===== config.mk =====
export PLATFORM = sky130hd
export DESIGN_NAME = pps_time_keeper
export DESIGN_NICKNAME = d
export VERILOG_FILES = /design/src/rtl/pps_time_pkg.sv /design/src/rtl/pps_edge_detect.sv /design/src/rtl/time_cfg_regs.sv /design/src/rtl/time_base_counter.sv /design/src/rtl/time_readback.sv /design/src/rtl/pps_time_keeper.sv
export SDC_FILE = /design/constraint.sdc
export NUM_CORES = 1
export LEC_CHECK = 0
export ABC_AREA = 1
export BUFFER_PORTS_ARGS = -buffer_cell sky130_fd_sc_hd__buf_2
export CAP_MARGIN = 10
export CORE_ASPECT_RATIO = 0.7
export CORE_MARGIN = 5
export CORE_UTILIZATION = 43
export CTS_CLUSTER_DIAMETER = 50
export DETAILED_ROUTE_END_ITERATION = 6
export PLACE_DENSITY = 0.64
export SYNTH_ARGS = -nofsm -noshare
export SYNTH_HDL_FRONTEND = slang
export SYNTH_SLANG_ARGS = --single-unit

===== constraint.sdc =====
create_clock -name clk -period 1.8 [get_ports clk]
set_input_delay 0.27 -clock clk [delete_from_list [all_inputs] [get_ports clk]]
set_output_delay 0.27 -clock clk [all_outputs]
set_load 0.02 [all_outputs]

===== src/rtl/pps_time_pkg.sv =====
package pps_time_pkg;

  typedef enum logic [1:0] {
    CFG_PEND_SECS  = 2'd0,
    CFG_PEND_TICKS = 2'd1,
    CFG_FLAGS      = 2'd2,
    CFG_LOAD_CTL   = 2'd3
  } cfg_reg_e;

  // bit 1: source (0 first input, 1 second); bit 0: edge (1 rising)
  typedef struct packed {
    logic src_b;
    logic rising;
  } pps_flags_t;

endpackage


===== src/rtl/pps_edge_detect.sv =====
module pps_edge_detect #(
  parameter int N_SRC       = 2,
  parameter int SYNC_STAGES = 2,
  localparam int SEL_W      = (N_SRC > 1) ? $clog2(N_SRC) : 1
) (
  input  logic             clk,
  input  logic             rst,
  input  logic [N_SRC-1:0] pps_in,
  input  logic [SEL_W-1:0] sel,
  input  logic             rising,
  output logic             edge_now,
  output logic             evt_q
);

  logic [N_SRC-1:0] lvl;
  logic [N_SRC-1:0] prv;

  // independent synchroniser and history per source, so switching
  // sources never compares one input against the other's history
  for (genvar g = 0; g < N_SRC; g++) begin : g_src
    logic [SYNC_STAGES-1:0] sh;
    logic                   hist;
    always_ff @(posedge clk) begin
      if (rst) begin
        sh   <= '0;
        hist <= 1'b0;
      end else begin
        sh   <= {sh[SYNC_STAGES-2:0], pps_in[g]};
        hist <= sh[SYNC_STAGES-1];
      end
    end
    assign lvl[g] = sh[SYNC_STAGES-1];
    assign prv[g] = hist;
  end

  always_comb begin
    if (rising) edge_now = lvl[sel] & ~prv[sel];
    else        edge_now = ~lvl[sel] & prv[sel];
  end

  always_ff @(posedge clk) begin
    if (rst) evt_q <= 1'b0;
    else     evt_q <= edge_now;
  end

endmodule


===== src/rtl/time_cfg_regs.sv =====
module time_cfg_regs
  import pps_time_pkg::*;
#(
  parameter int DW = 32
) (
  input  logic          clk,
  input  logic          rst,
  input  logic          cfg_wr,
  input  logic [1:0]    cfg_addr,
  input  logic [DW-1:0] cfg_data,
  input  logic          load_done,
  output logic [DW-1:0] pend_secs,
  output logic [DW-1:0] pend_ticks,
  output pps_flags_t    flags,
  output logic          imm_mode,
  output logic          armed
);

  cfg_reg_e sel;
  assign sel = cfg_reg_e'(cfg_addr);

  // plain storage of the configuration words
  always_ff @(posedge clk) begin
    if (rst) begin
      pend_secs  <= '0;
      pend_ticks <= '0;
      flags      <= '0;
      imm_mode   <= 1'b0;
    end else if (cfg_wr) begin
      case (sel)
        CFG_PEND_SECS:  pend_secs  <= cfg_data;
        CFG_PEND_TICKS: pend_ticks <= cfg_data;
        CFG_FLAGS:      flags      <= pps_flags_t'(cfg_data[1:0]);
        CFG_LOAD_CTL:   imm_mode   <= cfg_data[0];
        default: ;
      endcase
    end
  end

  // a load-control write arms; the fired load disarms
  always_ff @(posedge clk) begin
    if (rst)                             armed <= 1'b0;
    else if (cfg_wr && sel == CFG_LOAD_CTL) armed <= 1'b1;
    else if (load_done)                  armed <= 1'b0;
  end

endmodule


===== src/rtl/time_base_counter.sv =====
module time_base_counter #(
  parameter int DW            = 32,
  parameter int TICKS_PER_SEC = 100_000_000
) (
  input  logic          clk,
  input  logic          rst,
  input  logic          load,
  input  logic [DW-1:0] ld_secs,
  input  logic [DW-1:0] ld_ticks,
  output logic [DW-1:0] secs,
  output logic [DW-1:0] ticks
);

  localparam logic [DW-1:0] TICK_LAST = DW'(TICKS_PER_SEC - 1);

  logic at_last;
  assign at_last = (ticks == TICK_LAST);

  always_ff @(posedge clk) begin
    if (rst) begin
      secs  <= '0;
      ticks <= '0;
    end else if (load) begin
      secs  <= ld_secs;
      ticks <= ld_ticks;
    end else if (at_last) begin
      secs  <= secs + DW'(1);
      ticks <= '0;
    end else begin
      ticks <= ticks + DW'(1);
    end
  end

  // wrap of the sub-second count carries into seconds
  a_r1_rollover: assert property (@(posedge clk) disable iff (rst)
    (!load && ticks == TICK_LAST) |=> (ticks == '0 && secs == $past(secs) + DW'(1)));

  // ordinary advance leaves seconds alone
  a_r1_advance: assert property (@(posedge clk) disable iff (rst)
    (!load && ticks != TICK_LAST) |=> (ticks == $past(ticks) + DW'(1) && $stable(secs)));

  // a fired load places exactly the pending pair
  a_r6_load_value: assert property (@(posedge clk) disable iff (rst)
    load |=> (secs == $past(ld_secs) && ticks == $past(ld_ticks)));

endmodule


===== src/rtl/time_readback.sv =====
module time_readback #(
  parameter int DW = 32
) (
  input  logic          clk,
  input  logic          rst,
  input  logic          rd_req,
  input  logic          rd_sel,
  input  logic [DW-1:0] secs,
  input  logic [DW-1:0] ticks,
  output logic [DW-1:0] rd_data
);

  logic [DW-1:0] snap_secs;

  // the ticks read freezes seconds for the following seconds read
  always_ff @(posedge clk) begin
    if (rst) begin
      snap_secs <= '0;
      rd_data   <= '0;
    end else if (rd_req) begin
      if (rd_sel) begin
        rd_data   <= ticks;
        snap_secs <= secs;
      end else begin
        rd_data   <= snap_secs;
      end
    end
  end

  a_r8_snap_hold: assert property (@(posedge clk) disable iff (rst)
    !(rd_req && rd_sel) |=> $stable(snap_secs));

endmodule


===== src/rtl/pps_time_keeper.sv =====
module pps_time_keeper
  import pps_time_pkg::*;
#(
  parameter int DW            = 32,
  parameter int TICKS_PER_SEC = 100_000_000,
  parameter int SYNC_STAGES   = 2
) (
  input  logic          clk,
  input  logic          rst,
  input  logic          cfg_wr,
  input  logic [1:0]    cfg_addr,
  input  logic [DW-1:0] cfg_data,
  input  logic          pps_a,
  input  logic          pps_b,
  input  logic          rb_req,
  input  logic          rb_sel,
  output logic [DW-1:0] rb_data,
  output logic          pps_evt
);

  localparam int N_PPS = 2;

  logic [DW-1:0] pend_secs, pend_ticks, secs, ticks;
  pps_flags_t    flags;
  logic          imm_mode, armed, pps_edge, load_fire, wr_ctl;

  assign wr_ctl    = cfg_wr && (cfg_reg_e'(cfg_addr) == CFG_LOAD_CTL);
  // immediate loads go on the next clock, others wait for the edge
  assign load_fire = armed && (imm_mode || pps_edge);

  time_cfg_regs #(.DW(DW)) cfg_i (
    .clk, .rst, .cfg_wr, .cfg_addr, .cfg_data,
    .load_done (load_fire),
    .pend_secs, .pend_ticks, .flags, .imm_mode, .armed
  );

  pps_edge_detect #(.N_SRC(N_PPS), .SYNC_STAGES(SYNC_STAGES)) edge_i (
    .clk, .rst,
    .pps_in   ({pps_b, pps_a}),
    .sel      (flags.src_b),
    .rising   (flags.rising),
    .edge_now (pps_edge),
    .evt_q    (pps_evt)
  );

  time_base_counter #(.DW(DW), .TICKS_PER_SEC(TICKS_PER_SEC)) cnt_i (
    .clk, .rst,
    .load     (load_fire),
    .ld_secs  (pend_secs),
    .ld_ticks (pend_ticks),
    .secs, .ticks
  );

  time_readback #(.DW(DW)) rb_i (
    .clk, .rst,
    .rd_req  (rb_req),
    .rd_sel  (rb_sel),
    .secs, .ticks,
    .rd_data (rb_data)
  );

  // a fired load is not followed by a second one without re-arming
  a_r5_fire_once: assert property (@(posedge clk) disable iff (rst)
    (load_fire && !wr_ctl) |=> !load_fire);

  // an armed immediate load is consumed on the next clock
  a_r6_imm_consumed: assert property (@(posedge clk) disable iff (rst)
    (armed && imm_mode && !wr_ctl) |=> !armed);

  // an armed edge-mode load stays pending until a qualifying edge
  a_r7_wait_edge: assert property (@(posedge clk) disable iff (rst)
    (armed && !imm_mode && !pps_edge) |=> armed);

endmodule


# Word level (Yosys, flattened, before mapping)
# Index checks and enable logic that the tools add are counted.
[totals] ff_bits=203 wordCells=49 output_inout_bits=33
[op_classes] addsub=2 muxes=12 bitwise_logic=4 eq_ne=4 n_lt_le_gt_ge=1 n_reduce_logical=11
[op_table] operator="2-to-1 mux 32 bit" n=5
[op_table] operator="adder 32 x 1 -> 32 bit (second input constant)" n=2
[op_table] operator="== test 32 x 27 -> 1 bit (second input constant)" n=1
[op_table] operator="AND reduction 2 bit" n=5
[op_table] operator="2-to-1 mux 1 bit" n=7
[op_table] operator="== test 2 bit (second input constant)" n=2
[op_table] operator="nonzero test 2 bit" n=2
[op_table] operator="AND 1 bit" n=2
[op_table] operator="== test 2 x 1 -> 1 bit (second input constant)" n=1
[op_table] operator="logical AND 1 bit" n=2
[op_table] operator="zero test 2 bit" n=1
[op_table] operator="less-than comparator 1 x 2 -> 1 bit (second input constant)" n=1
[op_table] operator="inverter 1 bit" n=2
[op_table] operator="logical OR 1 bit" n=1

# Depth between registers and ports, before layout
[depth] word_depth=9 depth_mapped=13

# By module
# Synthesis repeated with hierarchy kept, for this count alone.
[unflattened] cells_unflattened=1673 hier_area_um2=10571.4
[by_module_without_submodules] module="time_base_counter" cells_per_inst=778 area_each_um2=4630.7 seq_area_each_um2=1281.2 n_inst=1
[by_module_without_submodules] module="time_cfg_regs" cells_per_inst=439 area_each_um2=2909.0 seq_area_each_um2=1361.3 n_inst=1
[by_module_without_submodules] module="time_readback" cells_per_inst=417 area_each_um2=2765.2 seq_area_each_um2=1281.2 n_inst=1
[by_module_without_submodules] module="pps_edge_detect" cells_per_inst=36 area_each_um2=255.2 seq_area_each_um2=140.1 n_inst=1
[by_module_without_submodules] module="pps_time_keeper" cells_per_inst=3 area_each_um2=11.3 seq_area_each_um2=0.0 n_inst=1

# Least setup slack after synthesis
# OpenSTA, ideal clock, no wires.
[synth_path] path_kind="register to register" from="register cnt_i.ticks[0]" to="register cnt_i.secs[19]" setup_ps=128 slack_ps=242 stages_incl_launch_ff=14 n_path_buf=1 arrival_ps=1431 cell_sequence="dfxtp_1 > ha_1 > nand2_1 > inv_2 > nand2_2 > inv_1 > nand2_1 > nor2_1 > nand2_2 > buf_6 > nand3_1 > nand2_1 > nor2_1 > nor2_1"
[synth_via] elab_chain_len=2
[synth_lines] item="start: declaration" line_no="time_base_counter.sv:11" source="output logic [DW-1:0] ticks"
[synth_lines] item="start signal: assignment" line_no="time_base_counter.sv:25" source="ticks <= ld_ticks;"
[synth_lines] item="start signal: assignment" line_no="time_base_counter.sv:30" source="ticks <= ticks + DW'(1);"
[synth_lines] item="== test 32 x 27 -> 1 bit" line_no="time_base_counter.sv:17" source="assign at_last = (ticks == TICK_LAST);"
[synth_lines] item="nonzero test 2 bit (no source line)"
[synth_lines] item="end signal: assignment" line_no="time_base_counter.sv:24" source="secs <= ld_secs;"
[synth_lines] item="end signal: assignment" line_no="time_base_counter.sv:27" source="secs <= secs + DW'(1);"
[synth_lines] item="end: declaration" line_no="time_base_counter.sv:10" source="output logic [DW-1:0] secs,"
# No other way between the ends.
# A chain may end at the register's enable or synchronous reset.

# Worst setup path in the final report
[layout_path] from="register cnt_i.ticks[1]" to="register cnt_i.secs[26]"
# Same word-level chain as after synthesis.

==> implementation parameters <==
Parameter                              Value

Run status
  Result of the run ... finished clean

Yosys
  Area contributors post-synth ... dfxtp_1, nand2_1, nor2_1
  Cell type contributing the most total cell area after synthesis ... dfxtp_1
  Synth Instances ... 1448
  Syn_area_per_cell ... 6.686 sq um
  Post-synthesis register bit count ... 203
  Number of warnings printed during yosys synthesis ... 0
  Syn Nets ... 1491
  Leading register cell type out of synthesis ... dfxtp_1
  Share of the synthesized area in the top cell type ... 41.97%
  Number of flops mapped to enable cells by yosys ... 0
  Sequential cell area fraction in the yosys report ... 41.97%
  Unique cell type count in the Yosys netlist ... 30
  Combined area of all synthesized cells ... 9682 sq um
  Share of async-settable or async-resettable flops after synthesis ... 0%

Die
  Total Die Area ... 25660 sq um
  Top-level I/O count ... 74
  Core box area ... 21900 sq um
  Die Width ... 189.3 um
  Std-Cell Rows ... 45
  Effective utilization at floorplan ... 44.20%
  DIE HEIGHT ... 135.5 um

Cells and area
  Area growth from synthesis to layout ... 20.03%
  Most frequent standard cell in the layout excluding fill and tap cells ... nand2_1
  Post-route standard cell area excluding fillers ... 11620 sq um
  Antenna Diode Count ... 0
  Number of fill cells in the layout ... 2201
  Area of the multi-input gates ... 4803 sq um
  Highest-count cells in the layout ignoring fill and taps ... nand2_1, nor2_1, dfxtp_1
  Layout cell share with drive strength beyond 1 ... 15.29%
  Final Net Count ... 1599
  Combined flip-flop and latch cell area ... 4074 sq um

Placement
  Post-DP Area ... 10690 sq um
  Gpl congestion ... 0.9572
  Worst setup timing slack at the placement stage ... 0.007035 ns
  Quantity of I/O buffers inserted on ports ... 73
  Total half-perimeter wirelength after legalization and detailed placement ... 24390 um

Hold path
  Number of cells traversed by the worst hold path ... 3
  End of the worst hold path ... cfg_i.pend_ticks[2]
  Type of the tightest min-delay check ... in2reg
  Hold path startpoint ... cfg_data[2]

Power and ir drop
  Maximum resistive drop on vdd ... 0.6077 mV
  Cell leakage power ... 5.098 nW
  Power per unit of standard cell area ... 846.6 nW/um^2

Setup path
  Data arrival time at the worst-slack endpoint ... 2.21 ns
  Largest fanout on the critical path ... 8
  Register-to-Register Setup Slack ... 0.03 ns
  Critical register-to-register path startpoint ... cnt_i.ticks[1]
  Type of origin of the critical path ... flop
  R2r endpoint ... cnt_i.secs[26]
  Standard cell with the maximum stage delay on the critical path ... dfxtp_2
  Element type at the critical path end ... flop
  Logic depth of the worst register-to-register path ... 12
  Category of the critical setup timing path ... reg2reg
  Worst path required time ... 2.24 ns
  Cell-by-cell listing of the critical path ... ha_4, nand2_2, inv_2, nand2_2, buf_6, nor2_4, nand3_2, nor2_4, buf_4, clkbuf_16, nand3_1, a21oi_1
  Peak per-stage delay on the critical path ... 0.35 ns
  Buffering stage count on the worst path with inverters included ... 4
  Crit-path leading delay family ... simple AND/OR/NAND/NOR gates

STA
  Achievable frequency ... 565.0 MHz
  Unrepaired setup endpoints after global routing ... yes
  Worst max-slew margin expressed relative to the limit ... 55.96%
  Setup-failing EPs final ... 0
  Worst setup skew after layout ... 0.008865 ns
  Final WS setup ... 0.03021 ns
  Worst Tran Pin Value ... 0.6606 ns
  Worst hold slack after final layout ... 0.01468 ns
  Period utilization ... 98.32%
  Number of hold violations in the final report ... 0
  Tmin final ... 1.770 ns
  Number of pins exceeding their max-slew limit in the final report ... 0

Routing
  First-pass iteration count of the detailed router ... 6
  Wire length reported by the detailed router ... 32330 um
  # DRC ... 0
  Vias post-DR ... 9705
  Count of routing violations after the opening detailed-route iteration ... 905
  Number of vias per cell after detailed routing ... 5.240
  Routed wirelength normalized by instance count ... 17.46 um
  Remaining antenna violation count ... 0

Clocking
  Root buffer cell ... clkbuf_16
  Total number of H-tree levels ... 1
  CTS Sinks ... 203
  Max Buffers Root-to-Sink ... 3
  CTS Buf Count ... 22
  Clock latency on the worst-skew pair ... 0.51 ns
  Clock tree from TritonCTS ... done
  Clock slew at reported path FFs ... 0.06 ns

GRT
  Global-route track usage on met3 ... 5.126%
  Via count of the first global-routing pass ... 8498
  Global routing's busiest layer ... met1
  Wire length of the first global-routing pass ... 48700 um
  Met2 Usage GRT ... 31.92%
  Met1 track demand over resource ... 39.77%
  Pin count of the biggest net entering global routing ... 53
  All-layer global routing usage ... 24.24%
  Antenna violations before repair ... 0
  Total congestion overflow after global routing ... 0

Flow run
  Max cap viols ... 0
-- sequential cells by signal, summed over array words and instances, names as in the netlist --
signal / flops
edge_i.g_src.sh: 4
cnt_i.ticks: 32
edge_i.evt_q: 1
cfg_i.pend_ticks: 32
cfg_i.imm_mode: 1
cnt_i.secs: 32
edge_i.g_src.hist: 2
rb_i.rd_data: 32
cfg_i.flags: 2
rb_i.snap_secs: 32
cfg_i.armed: 1
cfg_i.pend_secs: 32
-- metrics by stage --
stage / TNS (ns) / util [%] / power, mW / instances
after floorplan: 0 / - / 5.294 / 1448
after global placement: 0 / 48.82 / 5.574 / 1802
after detailed placement: 0 / 48.82 / 5.586 / 1802
after CTS: 0 / 52.17 / 9.911 / 1845
after global routing: -1.571 / 53.06 / 10.21 / 1852
final: 0 / 53.06 / 9.839 / 1852
-- worst register-to-register path: stages, from the launching register on --
cell,delay [ns]
dfxtp_2,0.35
ha_4,0.14
nand2_2,0.06
inv_2,0.07
nand2_2,0.05
buf_6,0.12
nor2_4,0.09
nand3_2,0.10
nor2_4,0.14
buf_4,0.17
clkbuf_16,0.17
nand3_1,0.10
a21oi_1,0.15
-- kinds of logic (layout without fill, tap and decap cells) --
| group | count (synthesis) | count (layout) | share of synthesized area [%] |
|---|---|---|---|
| AND/OR/NAND/NOR | 773 | 773 | 33.12 |
| adder cells (fa/ha/maj) | 2 | 2 | 0.2584 |
| AO/OA/AOI/OAI | 221 | 221 | 12.73 |
| XOR/XNOR | 29 | 29 | 2.623 |
| flip-flops | 203 | 203 | 41.97 |
| buffers and inverters | 220 | 342 | 9.292 |
-- worst max-delay path by stage --
stage | endpoint | depth (start not counted) | start
6_report | cnt_i.secs[26] | 12 | cnt_i.ticks[1]
2_1_floorplan | cnt_i.secs[19] | 13 | cnt_i.ticks[0]
5_1_grt | cnt_i.secs[31] | 14 | cnt_i.ticks[0]
4_1_cts | cnt_i.secs[18] | 12 | cnt_i.secs[1]
3_5_place_dp | cnt_i.secs[20] | 9 | cnt_i.secs[1]
3_3_place_gp | cnt_i.secs[20] | 9 | cnt_i.secs[1]
-- cell usage after synthesis, types with 2 or more instances --
cell        n
a21oi_1    67
buf_1       5
buf_2      14
buf_4       7
buf_6       4
clkbuf_1   46
dfxtp_1   203
ha_1        2
inv_1     137
inv_2       6
nand2_1   332
nand2_2     4
nand2_4     2
nand3_1   137
nand3_2     2
nand4_1    14
nor2_1    263
nor2_2      8
nor2_4      2
nor3_1      6
o211ai_1   48
o21ai_0   104
xnor2_1     6
xor2_1     23
-- area by class of cell --
class / count / share of cell area, %
clock buffers: 31 / 5.373
clock inverters: 7 / 0.4953
inverters: 144 / 4.683
multi-input cells: 1025 / 41.33
flip-flops and latches: 203 / 35.06
well taps: 282 / 3.036
repair buffers: 160 / 10.02
-- timing repair --
action | 4_1_cts | 5_1_grt
gates resized for setup | 1 | 32
endpoints found under the hold margin | 5 | 0
hold buffers | 5 | 0
pin swaps | 0 | 10
setup endpoints to repair | 1 | 54
buffers inserted | 0 | 4
cloned | 0 | 3
-- where the power goes --
part / total, mW / leakage [nW] / internal, mW / switching [mW]
logic: 0.731 / 3.11 / 0.263 / 0.468
clock network: 4.33 / 0.325 / 2.43 / 1.90
registers: 4.78 / 1.66 / 4.67 / 0.107
-- layer usage --
metal	part of all wire (%)	routed length, um
met5	0	0
met4	1.9	623
met3	9.8	3181
met2	38	12230
met1	50	16300
Power figures use the tool's default switching activity.
